$ cat config.mk
export PLATFORM = sky130hd
export DESIGN_NAME = ldst_sequencer
export DESIGN_NICKNAME = d
export VERILOG_FILES = /design/src/rtl/ldst_pkg.sv /design/src/rtl/ldst_addr_gen.sv /design/src/rtl/ldst_nzp.sv /design/src/rtl/ldst_sequencer.sv
export SDC_FILE = /design/constraint.sdc
export NUM_CORES = 1
export LEC_CHECK = 0
export ABC_AREA = 1
export BUFFER_PORTS_ARGS = -buffer_cell sky130_fd_sc_hd__clkbuf_2
export CORE_MARGIN = 8
export CORE_UTILIZATION = 53
export CTS_BUF_LIST = sky130_fd_sc_hd__clkbuf_8
export DETAILED_ROUTE_END_ITERATION = 10
export PLACE_DENSITY = 0.83
export SETUP_SLACK_MARGIN = 0.5
export SLEW_MARGIN = 15
export SYNTH_ARGS = -nofsm -noshare
export SYNTH_HDL_FRONTEND = slang
export SYNTH_SLANG_ARGS = --single-unit
export TNS_END_PERCENT = 30
$ cat constraint.sdc
create_clock -name clk -period 2.42 [get_ports clk]
set_clock_uncertainty 0.1 [all_clocks]
set_input_delay 0.363 -clock clk [delete_from_list [all_inputs] [get_ports clk]]
set_output_delay 0.363 -clock clk [all_outputs]
set_load 0.1 [all_outputs]
$ cat src/rtl/ldst_pkg.sv
package ldst_pkg;

    localparam int DW     = 16;
    localparam int RSEL_W = 3;

    typedef enum logic [2:0] {
        ST_IDLE,
        ST_PTR,
        ST_READ,
        ST_WRITE,
        ST_FIN
    } seq_state_t;

    typedef struct packed {
        logic legal;
        logic load;
        logic indirect;
        logic addr_only;
        logic base_mode;
    } op_info_t;

    typedef struct packed {
        seq_state_t        st;
        logic [DW-1:0]     mar;
        logic [DW-1:0]     mdr;
        logic [RSEL_W-1:0] dst;
        logic              load;
        logic              addr_only;
    } seq_regs_t;

    function automatic op_info_t decode_op(input logic [3:0] op);
        op_info_t r;
        r = '0;
        case (op)
            4'b0010: begin r.legal = 1'b1; r.load = 1'b1; end
            4'b0011: begin r.legal = 1'b1; end
            4'b0110: begin r.legal = 1'b1; r.load = 1'b1; r.base_mode = 1'b1; end
            4'b0111: begin r.legal = 1'b1; r.base_mode = 1'b1; end
            4'b1010: begin r.legal = 1'b1; r.load = 1'b1; r.indirect = 1'b1; end
            4'b1011: begin r.legal = 1'b1; r.indirect = 1'b1; end
            4'b1110: begin r.legal = 1'b1; r.addr_only = 1'b1; end
            default: r = '0;
        endcase
        return r;
    endfunction

endpackage

$ cat src/rtl/ldst_addr_gen.sv
module ldst_addr_gen #(
    parameter int DW      = 16,
    parameter int PCOFF_W = 9,
    parameter int BOFF_W  = 6
) (
    input  logic [DW-1:0] instr,
    input  logic [DW-1:0] pc_inc,
    input  logic [DW-1:0] base,
    input  logic          base_mode,
    output logic [DW-1:0] ea
);
    localparam int PC_PAD = DW - PCOFF_W;
    localparam int B_PAD  = DW - BOFF_W;

    logic [DW-1:0] pc_off;
    logic [DW-1:0] b_off;

    always_comb begin
        pc_off = {{PC_PAD{instr[PCOFF_W-1]}}, instr[PCOFF_W-1:0]};
        b_off  = {{B_PAD{instr[BOFF_W-1]}}, instr[BOFF_W-1:0]};
        ea     = base_mode ? (base + b_off) : (pc_inc + pc_off);
    end
endmodule

$ cat src/rtl/ldst_nzp.sv
module ldst_nzp #(
    parameter int DW = 16
) (
    input  logic [DW-1:0] value,
    output logic [2:0]    nzp
);
    always_comb begin
        if (value[DW-1])       nzp = 3'b100;
        else if (value == '0)  nzp = 3'b010;
        else                   nzp = 3'b001;
    end
endmodule

$ cat src/rtl/ldst_sequencer.sv
module ldst_sequencer
    import ldst_pkg::*;
(
    input  logic              clk,
    input  logic              rst_n,
    input  logic              start,
    input  logic [DW-1:0]     instr,
    input  logic [DW-1:0]     pc_inc,
    output logic [RSEL_W-1:0] rf_base_sel,
    input  logic [DW-1:0]     rf_base_data,
    output logic [RSEL_W-1:0] rf_src_sel,
    input  logic [DW-1:0]     rf_src_data,
    output logic [DW-1:0]     mem_addr,
    output logic [DW-1:0]     mem_wdata,
    output logic              mem_rd,
    output logic              mem_wr,
    input  logic [DW-1:0]     mem_rdata,
    input  logic              mem_ready,
    output logic              wb_en,
    output logic [RSEL_W-1:0] wb_reg,
    output logic [DW-1:0]     wb_data,
    output logic              cc_load,
    output logic [2:0]        cc_nzp,
    output logic              busy,
    output logic              done
);
    localparam int OP_W = 4;

    seq_regs_t     q, d;
    op_info_t      info;
    logic [DW-1:0] ea;

    assign info        = decode_op(instr[DW-1 -: OP_W]);
    assign rf_base_sel = instr[8:6];
    assign rf_src_sel  = instr[11:9];

    ldst_addr_gen #(.DW(DW), .PCOFF_W(9), .BOFF_W(6)) u_agen (
        .instr     (instr),
        .pc_inc    (pc_inc),
        .base      (rf_base_data),
        .base_mode (info.base_mode),
        .ea        (ea)
    );

    ldst_nzp #(.DW(DW)) u_nzp (
        .value (wb_data),
        .nzp   (cc_nzp)
    );

    always_comb begin
        d       = q;
        mem_rd  = 1'b0;
        mem_wr  = 1'b0;
        wb_en   = 1'b0;
        done    = 1'b0;
        wb_data = q.addr_only ? q.mar : q.mdr;
        case (q.st)
            ST_IDLE: begin
                if (start && info.legal) begin
                    d.mar       = ea;
                    d.mdr       = rf_src_data;
                    d.dst       = instr[11:9];
                    d.load      = info.load;
                    d.addr_only = info.addr_only;
                    if (info.addr_only)     d.st = ST_FIN;
                    else if (info.indirect) d.st = ST_PTR;
                    else if (info.load)     d.st = ST_READ;
                    else                    d.st = ST_WRITE;
                end
            end
            ST_PTR: begin
                mem_rd = 1'b1;
                if (mem_ready) begin
                    d.mar = mem_rdata;
                    d.st  = q.load ? ST_READ : ST_WRITE;
                end
            end
            ST_READ: begin
                mem_rd = 1'b1;
                if (mem_ready) begin
                    d.mdr = mem_rdata;
                    d.st  = ST_FIN;
                end
            end
            ST_WRITE: begin
                mem_wr = 1'b1;
                if (mem_ready) d.st = ST_FIN;
            end
            ST_FIN: begin
                done  = 1'b1;
                wb_en = q.load | q.addr_only;
                d.st  = ST_IDLE;
            end
            default: d.st = ST_IDLE;
        endcase
    end

    always_ff @(posedge clk or negedge rst_n) begin
        if (!rst_n) q <= '{st: ST_IDLE, default: '0};
        else        q <= d;
    end

    assign mem_addr  = q.mar;
    assign mem_wdata = q.mdr;
    assign wb_reg    = q.dst;
    assign cc_load   = wb_en;
    assign busy      = (q.st != ST_IDLE);


    rd_wr_excl_chk: assert property (@(posedge clk) disable iff (!rst_n)
        !(mem_rd && mem_wr));


    rd_hold_chk: assert property (@(posedge clk) disable iff (!rst_n)
        (mem_rd && !mem_ready) |=> (mem_rd && $stable(mem_addr)));


    wr_hold_chk: assert property (@(posedge clk) disable iff (!rst_n)
        (mem_wr && !mem_ready) |=> (mem_wr && $stable(mem_addr) && $stable(mem_wdata)));


    done_pulse_chk: assert property (@(posedge clk) disable iff (!rst_n)
        done |=> !done);


    wb_at_done_chk: assert property (@(posedge clk) disable iff (!rst_n)
        wb_en |-> done);


    cc_onehot_chk: assert property (@(posedge clk) disable iff (!rst_n)
        cc_load |-> ($countones(cc_nzp) == 1));


    illegal_ignored_chk: assert property (@(posedge clk) disable iff (!rst_n)
        (!busy && start && !info.legal) |=> !busy);


    busy_ignores_start_chk: assert property (@(posedge clk) disable iff (!rst_n)
        (busy && !done) |=> busy);
endmodule

==> results_dict.tcl, run 1 <==
set metrics [dict create \
    outcome "completed" \
    setup_viol 0 \
    cp-start-kind "register" \
    finalCritPeriodShare_pct 98.5 \
    routed_via_density 5.16 \
    cap_violations 0 \
    crit_required_ps 1960 \
    clockBufferDepth 2 \
    num-fill-cells 724 \
    min_from "instr[9]" \
    r2r_slack_ps 570 \
    pwr-share-comb_pct 78.2 \
    grt_pass1_vias 4574 \
    finalNonFillerCells 969 \
    synth_top_area_share_pct 21.9 \
    rows 34 \
    worst_slack_ps 35.7 \
    synth_common_cells "nand2_1 (232), inv_1 (115), nand3_1 (58)" \
    drc 0 \
    overflow 0 \
    critPathArrivalTime_ps 1920 \
    worstHoldEndpoint "wb_reg[0]$_DFFE_PN0P_" \
    max_slew.worst_pin.slew_ps 564 \
    crit_fanout 24 \
    end_kind "output pin" \
    gp_congestion 0.936 \
    synth.most_common_cell "nand2_1" \
    seq_power_share_pct 15.1 \
    swShare_pct 64.8 \
    die_x_um 109 \
    post_drt_wl_per_cell_um 14.1 \
    clock_latency_ps 280 \
    min_path_type "in2reg" \
    r2r-end "mem_addr[8]$_DFFE_PN0P_" \
    ant_nets 0 \
    finalInstanceArea_mm2 0.00599 \
    dr.pass1.iters 5 \
    wirelength_um 13700 \
    cts-root-buf "clkbuf_8" \
    synthToLayoutAreaGrowth_pct 31.4 \
    ios 150 \
    rsz0062_at_grt "true" \
    p_int_mw 2.88 \
    min_path_cells 3 \
    synth_cells 748 \
    pwr-share-clk_pct 6.6 \
    ys_ff_latch 40 \
    path_clk_slew_ps 90 \
    io_buffers 149 \
    dp.cells 953 \
    nets 976 \
    fin_crit_ps 2380 \
    syn_avg_cell_area_um2 6.10 \
    vias 5004 \
    antenna_found_initial 0 \
    synth_area_leaders "dfrtp_1 (22%), nand2_1 (19%), inv_1 (9.5%)" \
    synth_edf_count 0 \
    slew_headroom_pct 62.4 \
    hpwl_um 10900 \
    die_h_um 109 \
    power_density_mw_per_mm2 1360 \
    grt_max_degree 33 \
    initial_core_util_pct 53.4 \
    synth.cell_area_mm2 0.00456 \
    ys_warn_count 0 \
    synth_nets 864 \
    cts_max_level 2 \
    drt-initial-drc-count 282 \
    drv_slew 0 \
    placed_cell_area_mm2 0.00542 \
    vdd_drop_max_uv 681 \
    coreArea_mm2 0.00855 \
    r2r_cells 10 \
    dieArea_mm2 0.0118 \
    synthArstFlopShare_pct 100 \
    seq_area_mm2 0.00101 \
    antennaDiodeCount 0 \
    power_leakage_nw 3.29 \
    fin_total_pwr_mw 8.18 \
    yosysSeqAreaShare_pct 21.9 \
    pre_cts_ws_ps 205 \
    p_switching_mw 5.30 \
    grt_pass1_wl_um 21000 \
    multi_input_area_mm2 0.00320 \
    final_layout_size_suffix_gt1_share_pct 30.1 \
    worstReg2RegStart "q[39]$_DFFE_PN0P_" \
    timing.fmax_mhz 419 \
    synth_top_cell_by_area "dfrtp_1" \
    critPathKind "reg2out" \
    clock_sinks 40 \
    grt_use_total_pct 21.5 \
    hold_viol_final 0 \
    synthDistinctLibCells 36 \
    ys.flop_type "dfrtp_1" \
    setup_tns_ps 0 \
    cts_inserted_buffers 5 \
    cts_tree "built" \
]
## what timing repair did
item,CTS,global route
endpoints found under the setup margin,28,46
pin swaps,2,6
hold endpoints to repair,9,0
hold buffers,1,0
resized for setup,16,111
buffers inserted,0,7
## final cells by class
type	instances	area share, %
Tap cell	108	2.25
Sequential cell	40	16.8
Clock inverter	3	0.647
Clock buffer	5	1.15
Inverter	118	7.47
Timing Repair Buffer	166	18.2
Multi-Input combinational cell	529	53.5
## worst max-delay path by stage
| stage | start | to | slack (ps) | cells past startpoint |
|---|---|---|---|---|
| 5_1_grt | q[0]$_DFFE_PN0P_ | cc_nzp[0] | -60 | 8 |
| 4_1_cts | q[0]$_DFFE_PN0P_ | cc_nzp[0] | 40 | 8 |
| 3_3_place_gp | instr[0] | mem_addr[8]$_DFFE_PN0P_ | 260 | 12 |
| 3_5_place_dp | instr[0] | mem_addr[8]$_DFFE_PN0P_ | 200 | 12 |
| 6_report | q[0]$_DFFE_PN0P_ | cc_nzp[0] | 40 | 8 |
| 2_1_floorplan | q[0]$_DFFE_PN0P_ | cc_nzp[0] | -240 | 8 |
## logic make-up after synthesis
logic type / share of synthesized area (%)
compound gates: 14.5
buf+inv: 18.7
simple gates: 34.2
fa+ha+maj: 9.11
flops: 21.9
xor+xnor: 1.54
## stage by stage
| step | utilization [%] | hold slack [ps] |
|---|---|---|
| 5_1_grt | 70.1 | 199 |
| 6_report | 70.1 | 191 |
| 3_3_place_gp | 63.4 | 166 |
| 4_1_cts | 65.6 | 184 |
| 3_5_place_dp | 63.4 | 165 |
| 2_1_floorplan | - | -32.6 |
## power groups by stage
stage	Combinational [mW]	Sequential (mW)	Clock [mW]
floorplan	5.34	1.13	0
global placement	5.83	1.22	0
detailed placement	5.87	1.23	0
CTS	5.94	1.22	0.556
global route	6.74	1.27	0.577
finish	6.40	1.24	0.543
## placed cells by master, fill, tap and decap left out, types with 5 or more instances in the layout
cell type / n
nor3_1: 7
o21ai_0: 29
buf_12: 6
a21oi_1: 50
a21boi_1: 5
nand2_2: 10
nand2_1: 219
clkbuf_2: 122
inv_1: 115
dfrtp_1: 36
nor2_4: 5
ha_1: 18
buf_6: 9
nand3_1: 52
a2bb2oi_1: 5
or2_2: 8
nor2_1: 42
ha_4: 9
nand3_2: 7
clkbuf_8: 7
o21ai_4: 16
buf_4: 18
## critical path, stage by stage, from the launching register on
cell and delay [ps]:
dfrtp_2 440, buf_12 190, nand2_2 100, o21ai_4 70, nor4_2 340, nand2_2 100
nor2_4 150, nor2_4 60, buf_12 170
## metal layers
metal | global-route usage, % | vias to the layer above | wire, um
li1 | - | 2553 | -
met1 | 27.7 | 2242 | 5930
met2 | 36.7 | 194 | 6540
met3 | 3.49 | 15 | 1020
met4 | 4.79 | 0 | 182
met5 | 0 | - | 0
No activity file was read; power rests on OpenSTA's default activity.
==> run 2, diff against run 1 <==
- CORE_UTILIZATION: 53 -> 54
- PLACE_DENSITY: 0.83 -> 0.84
- SYNTH_HIERARCHICAL: default -> 1
==> results_dict.tcl, run 2 <==
set metrics [dict create \
    outcome "completed" \
    timing.fmax_mhz 430 \
    grt_pass1_vias 5314 \
    synthDistinctLibCells 35 \
    cts_tree "built" \
    die_x_um 109 \
    synthArstFlopShare_pct 100 \
    cp-start-kind "register" \
    initial_core_util_pct 54.9 \
    rows 34 \
    ios 150 \
    layout_common_cells "nand2_1 (347), clkbuf_2 (121), inv_1 (83)" \
    antenna_found_initial 0 \
    synth.most_common_cell "nand2_1" \
    coreArea_mm2 0.00859 \
    cap_violations 0 \
    vias 5604 \
    synth_edf_count 0 \
    cts_inserted_buffers 5 \
    syn_avg_cell_area_um2 5.75 \
    final_common_cell "nand2_1" \
    clock_latency_ps 290 \
    critPathArrivalTime_ps 1860 \
    synth_cells 820 \
    post_drt_wl_per_cell_um 16.1 \
    antennaDiodeCount 0 \
    yosysSeqAreaShare_pct 21.2 \
    cts-root-buf "clkbuf_8" \
    drt-initial-drc-count 475 \
    die_h_um 109 \
    ant_nets 0 \
    synth_common_cells "nand2_1 (407), inv_1 (84), nand3_1 (55)" \
    synth.cell_area_mm2 0.00471 \
    io_buffers 149 \
    dieArea_mm2 0.0120 \
    routed_via_density 5.33 \
    synth_top_cell_by_area "nand2_1" \
    drc 0 \
    crit_fanout 15 \
    r2r_cells 8 \
    hpwl_um 12200 \
    power_leakage_nw 3.78 \
    synth_nets 936 \
    ys_ff_latch 40 \
    overflow 0 \
    synthToLayoutAreaGrowth_pct 45.1 \
    ys.flop_type "dfrtp_1" \
    slowest_delay_ps 470 \
    end_kind "output pin" \
    hold_viol_final 0 \
    setup_tns_ps 0 \
    max_slew.worst_pin.slew_ps 685 \
    cts_max_level 2 \
    final_layout_size_suffix_gt1_share_pct 34.5 \
    vdd_drop_max_uv 547 \
    drv_slew 0 \
    dr.pass1.iters 7 \
    r2r-end "mem_wdata[4]$_DFFE_PN0P_" \
    slew_headroom_pct 54.3 \
    fin_crit_ps 2330 \
    critPathKind "reg2out" \
    grt_pass1_wl_um 25100 \
    clock_sinks 40 \
    worstHoldEndpoint "wb_reg[1]$_DFFE_PN0P_" \
    crit_start "q[0]$_DFFE_PN0P_" \
    crit_required_ps 1960 \
    clockBufferDepth 2 \
    wirelength_um 16900 \
    rsz0062_at_grt "true" \
    synth_top_area_share_pct 32.4 \
    r2r_slack_ps 650 \
    fin_total_pwr_mw 7.33 \
    worstReg2RegStart "q[39]$_DFFE_PN0P_" \
    crit_chain "buf_12 > nand2_1 > nand2_4 > nor2_4 > nand2_2 > nor2_4 > and2_4 > buf_12" \
    min_path_type "in2reg" \
    grt_max_degree 26 \
    cp_slowest_cell "dfrtp_2" \
    gp_congestion 0.966 \
    power_density_mw_per_mm2 1070 \
    grt_use_total_pct 25.9 \
    path_clk_slew_ps 80 \
    synth_area_leaders "nand2_1 (32%), dfrtp_1 (21%), ha_1 (8.0%)" \
    finalCritPeriodShare_pct 96.1 \
    min_from "instr[10]" \
    setup_viol 0 \
    ys_warn_count 6 \
    nets 1058 \
    min_path_cells 3 \
]
==> run 2: cell types whose count changed after synthesis, moves of 5 or more <==
cell       previous run  this run
o21ai_0              45        24
nor2_1               47        39
a21boi_0              7         0
inv_1               115        84
or2_2                 8         0
a21oi_1              51        25
nand2_1             232       407
nand3b_1              0         5
clkbuf_1              8         3
a2bb2oi_1             5         0
==> run 2: worst max path at each step <==
| stage | endpoint | slack, ps | cells past startpoint |
|---|---|---|---|
| 2_1_floorplan | wb_en | -40 | 4 |
| 3_3_place_gp | mem_addr[10]$_DFFE_PN0P_ | 120 | 16 |
| 3_5_place_dp | mem_addr[14]$_DFFE_PN0P_ | 100 | 16 |
| 4_1_cts | cc_nzp[1] | 150 | 9 |
| 5_1_grt | cc_nzp[1] | 40 | 9 |
| 6_report | cc_nzp[1] | 90 | 8 |
==> run 2: logic make-up after synthesis <==
family	after synthesis	share of synthesized area, %
AOI/OAI and AO/OA	58	6.53
xor gates and xnor gates	6	1.11
adders and majority gates	32	8.81
buffers and inverters	153	16.4
DFF	40	21.2
and+or+nand+nor	531	45.9
==> run 2: metal layers <==
layer / track usage, % / part of all wire, % / vias to the layer above
li1: - / - / 2741
met2: 45.8 / 51 / 261
met1: 31.3 / 39 / 2564
met3: 3.63 / 7.2 / 38
met4: 9.26 / 2.8 / 0
met5: 0 / 0 / -
==> run 2: area by class of cell <==
cell class | count | area (um^2)
clock buffer | 5 | 68.8
clock inverter | 3 | 38.8
fill | 641 | 1750
inverter | 92 | 353
multi-input combinational | 627 | 3880
sequential | 40 | 1000
tap | 108 | 135
timing repair buffer | 175 | 1360
timing repair inverter | 1 | 5.00
==> run 2: power breakdown <==
| part | internal (mW) | total (mW) | switching [mW] |
|---|---|---|---|
| registers | 0.866 | 1.14 | 0.273 |
| clock network | 0.302 | 0.539 | 0.237 |
| logic | 1.57 | 5.66 | 4.09 |
==> run 2: timing repair <==
| item | in CTS | in global routing |
|---|---|---|
| gates cloned | 2 | 0 |
| hold endpoints to repair | 16 | 0 |
| hold buffers | 1 | 0 |
| endpoints found under the setup margin | 21 | 28 |
| setup buffers | 10 | 2 |
| resized for setup | 45 | 101 |
| pin swaps | 15 | 18 |
==> run 2: stage by stage <==
step / instances / area, um^2 / util [%] / hold slack [ps] / setup WS [ps]
global route: 1051 / 6840 / 79.6 / 205 / 42.1
global placement: 1028 / 5920 / 68.9 / 310 / 119
floorplan: 820 / 5130 / - / -32.6 / -41.9
finish: 1051 / 6840 / 79.6 / 195 / 94.5
detailed placement: 1028 / 5920 / 68.9 / 315 / 96.4
CTS: 1049 / 6340 / 73.8 / 188 / 148
==> run 2: worst max-delay path, delay by kind of cell, from the launching register on <==
kind,cells,cell delay [ps]
AND/OR/NAND/NOR,6,740
flip-flops,1,470
buffers and inverters,2,340
==> run 3, diff against run 2 <==
- CORE_UTILIZATION: 54 -> 35
- PLACE_DENSITY: 0.84 -> default
==> results_dict.tcl, run 3 (synthesis results as in run 2) <==
set metrics [dict create \
    setup_viol 0 \
    cp-start-kind "register" \
    end_kind "output pin" \
    dr.pass1.iters 5 \
    antenna_found_initial 0 \
    grt_use_total_pct 17.4 \
    io_buffers 149 \
    dieArea_mm2 0.0174 \
    die_x_um 132 \
    gp_congestion 0.901 \
    clockBufferDepth 2 \
    fin_crit_ps 2250 \
    cp_slowest_cell "dfrtp_2" \
    rows 42 \
    initial_core_util_pct 35.7 \
    coreArea_mm2 0.0132 \
    clock_sinks 40 \
    critPathKind "reg2out" \
    grtUsageMet3_pct 2.48 \
    cap_violations 0 \
    crit_fanout 6 \
    cts-root-buf "clkbuf_8" \
    slowest_delay_ps 420 \
    vias 5231 \
    vdd_drop_max_uv 411 \
    slew_headroom_pct 62.9 \
    cts_inserted_buffers 5 \
    ant_nets 0 \
    num-fill-cells 1384 \
    cts_tree "built" \
    power_density_mw_per_mm2 1060 \
    cts_max_level 2 \
    synthToLayoutAreaGrowth_pct 45.1 \
    r2r_cells 8 \
    ios 150 \
    timing.fmax_mhz 444 \
    wirelength_um 15600 \
    final_common_cell "nand2_1" \
    final_layout_size_suffix_gt1_share_pct 33.9 \
    grt_use_met1_pct 21.3 \
    worstReg2RegStart "q[39]$_DFFE_PN0P_" \
    nets 1056 \
    drc 0 \
    overflow 0 \
    antennaDiodeCount 0 \
    drv_slew 0 \
    grtUsageMet2_pct 30.7 \
    r2r-end "mem_addr[7]$_DFFE_PN0P_" \
    finalCritPeriodShare_pct 93.0 \
    min_path_type "in2async" \
    drt-initial-drc-count 245 \
    power_leakage_nw 3.77 \
    critPathArrivalTime_ps 1790 \
    hold_viol_final 0 \
    grt_pass1_wl_um 25400 \
    hpwl_um 12700 \
    layout_common_cells "nand2_1 (348), clkbuf_2 (120), inv_1 (83)" \
    fin_util_pct 51.9 \
    die_h_um 132 \
    grt.busiest_layer "met2" \
    routed_via_density 4.68 \
    grt_pass1_vias 5195 \
    outcome "completed" \
    clock_latency_ps 290 \
    crit_chain "clkinv_4 > buf_8 > nand2_4 > nand2_4 > nor2_4 > nand2_2 > nor2_4 > and2_4 > buf_12" \
    fin_total_pwr_mw 7.25 \
    grt_max_degree 41 \
    crit_required_ps 1960 \
    r2r_slack_ps 760 \
    rsz0062_at_grt "true" \
    post_drt_wl_per_cell_um 13.9 \
    path_clk_slew_ps 80 \
    max_slew.worst_pin.slew_ps 559 \
]
[run 3: cell types whose count changed in the layout (fill, tap and decap cells not counted), moves of 4 or more]
cell / before / now
ha_2: 2 / 6
ha_1: 7 / 11
ha_4: 21 / 13
nand2_2: 34 / 29
[run 3: area by class of cell]
| type | count | area [um^2] | area share (%) |
|---|---|---|---|
| Inverter | 92 | 350 | 5.12 |
| Timing Repair Buffer | 174 | 1350 | 19.7 |
| Clock buffer | 5 | 68.8 | 1.01 |
| Clock inverter | 3 | 42.5 | 0.622 |
| Tap cell | 176 | 220 | 3.22 |
| Multi-Input combinational cell | 627 | 3810 | 55.6 |
| Sequential cell | 40 | 1010 | 14.7 |
[run 3: critical path, delay by kind of cell (launching register included)]
| kind | cells | cell delay [ps] |
|---|---|---|
| and+or+nand+nor | 6 | 630 |
| DFF | 1 | 420 |
| buffers and inverters | 3 | 430 |
[run 3: timing repair]
item,in CTS,in global routing
setup endpoints to repair,25,20
resized for setup,54,90
hold buffers,0,0
gates cloned,1,0
buffers inserted,8,6
endpoints found under the hold margin,0,0
pin swaps,15,29
[run 3: metrics by stage]
step	area [um^2]	hold WS, ps	std cells	setup slack (ps)	TNS (ps)
floorplan	5130	-32.6	820	-41.9	-41.9
global placement	5990	367	1094	52.3	0
detailed placement	5990	368	1094	74.2	0
CTS	6430	40.4	1111	163	0
global route	6840	62.4	1117	96.7	0
finish	6840	20.3	1117	170	0
[run 3: report_power, final]
| part | total (mW) | internal (mW) | switching (mW) |
|---|---|---|---|
| registers | 1.14 | 0.868 | 0.269 |
| logic | 5.55 | 1.57 | 3.98 |
| clock network | 0.557 | 0.305 | 0.251 |
[run 3: worst max-delay path by stage]
stage                            from                        to  cells after the start
finish               q[0]$_DFFE_PN0P_                 cc_nzp[1]                      9
global route         q[0]$_DFFE_PN0P_                 cc_nzp[1]                      9
CTS                  q[0]$_DFFE_PN0P_                 cc_nzp[1]                      9
detailed placement           instr[0]  mem_addr[10]$_DFFE_PN0P_                     16
global placement             instr[0]   mem_addr[6]$_DFFE_PN0P_                     14
floorplan           q[39]$_DFFE_PN0P_                     wb_en                      4
[run 3: metal layers]
layer	wire, um	share of wire (%)	vias up
li1	-	-	2741
met1	7040	45	2344
met2	7550	49	128
met3	651	4.2	18
met5	0	0	-
met4	317	2.0	0
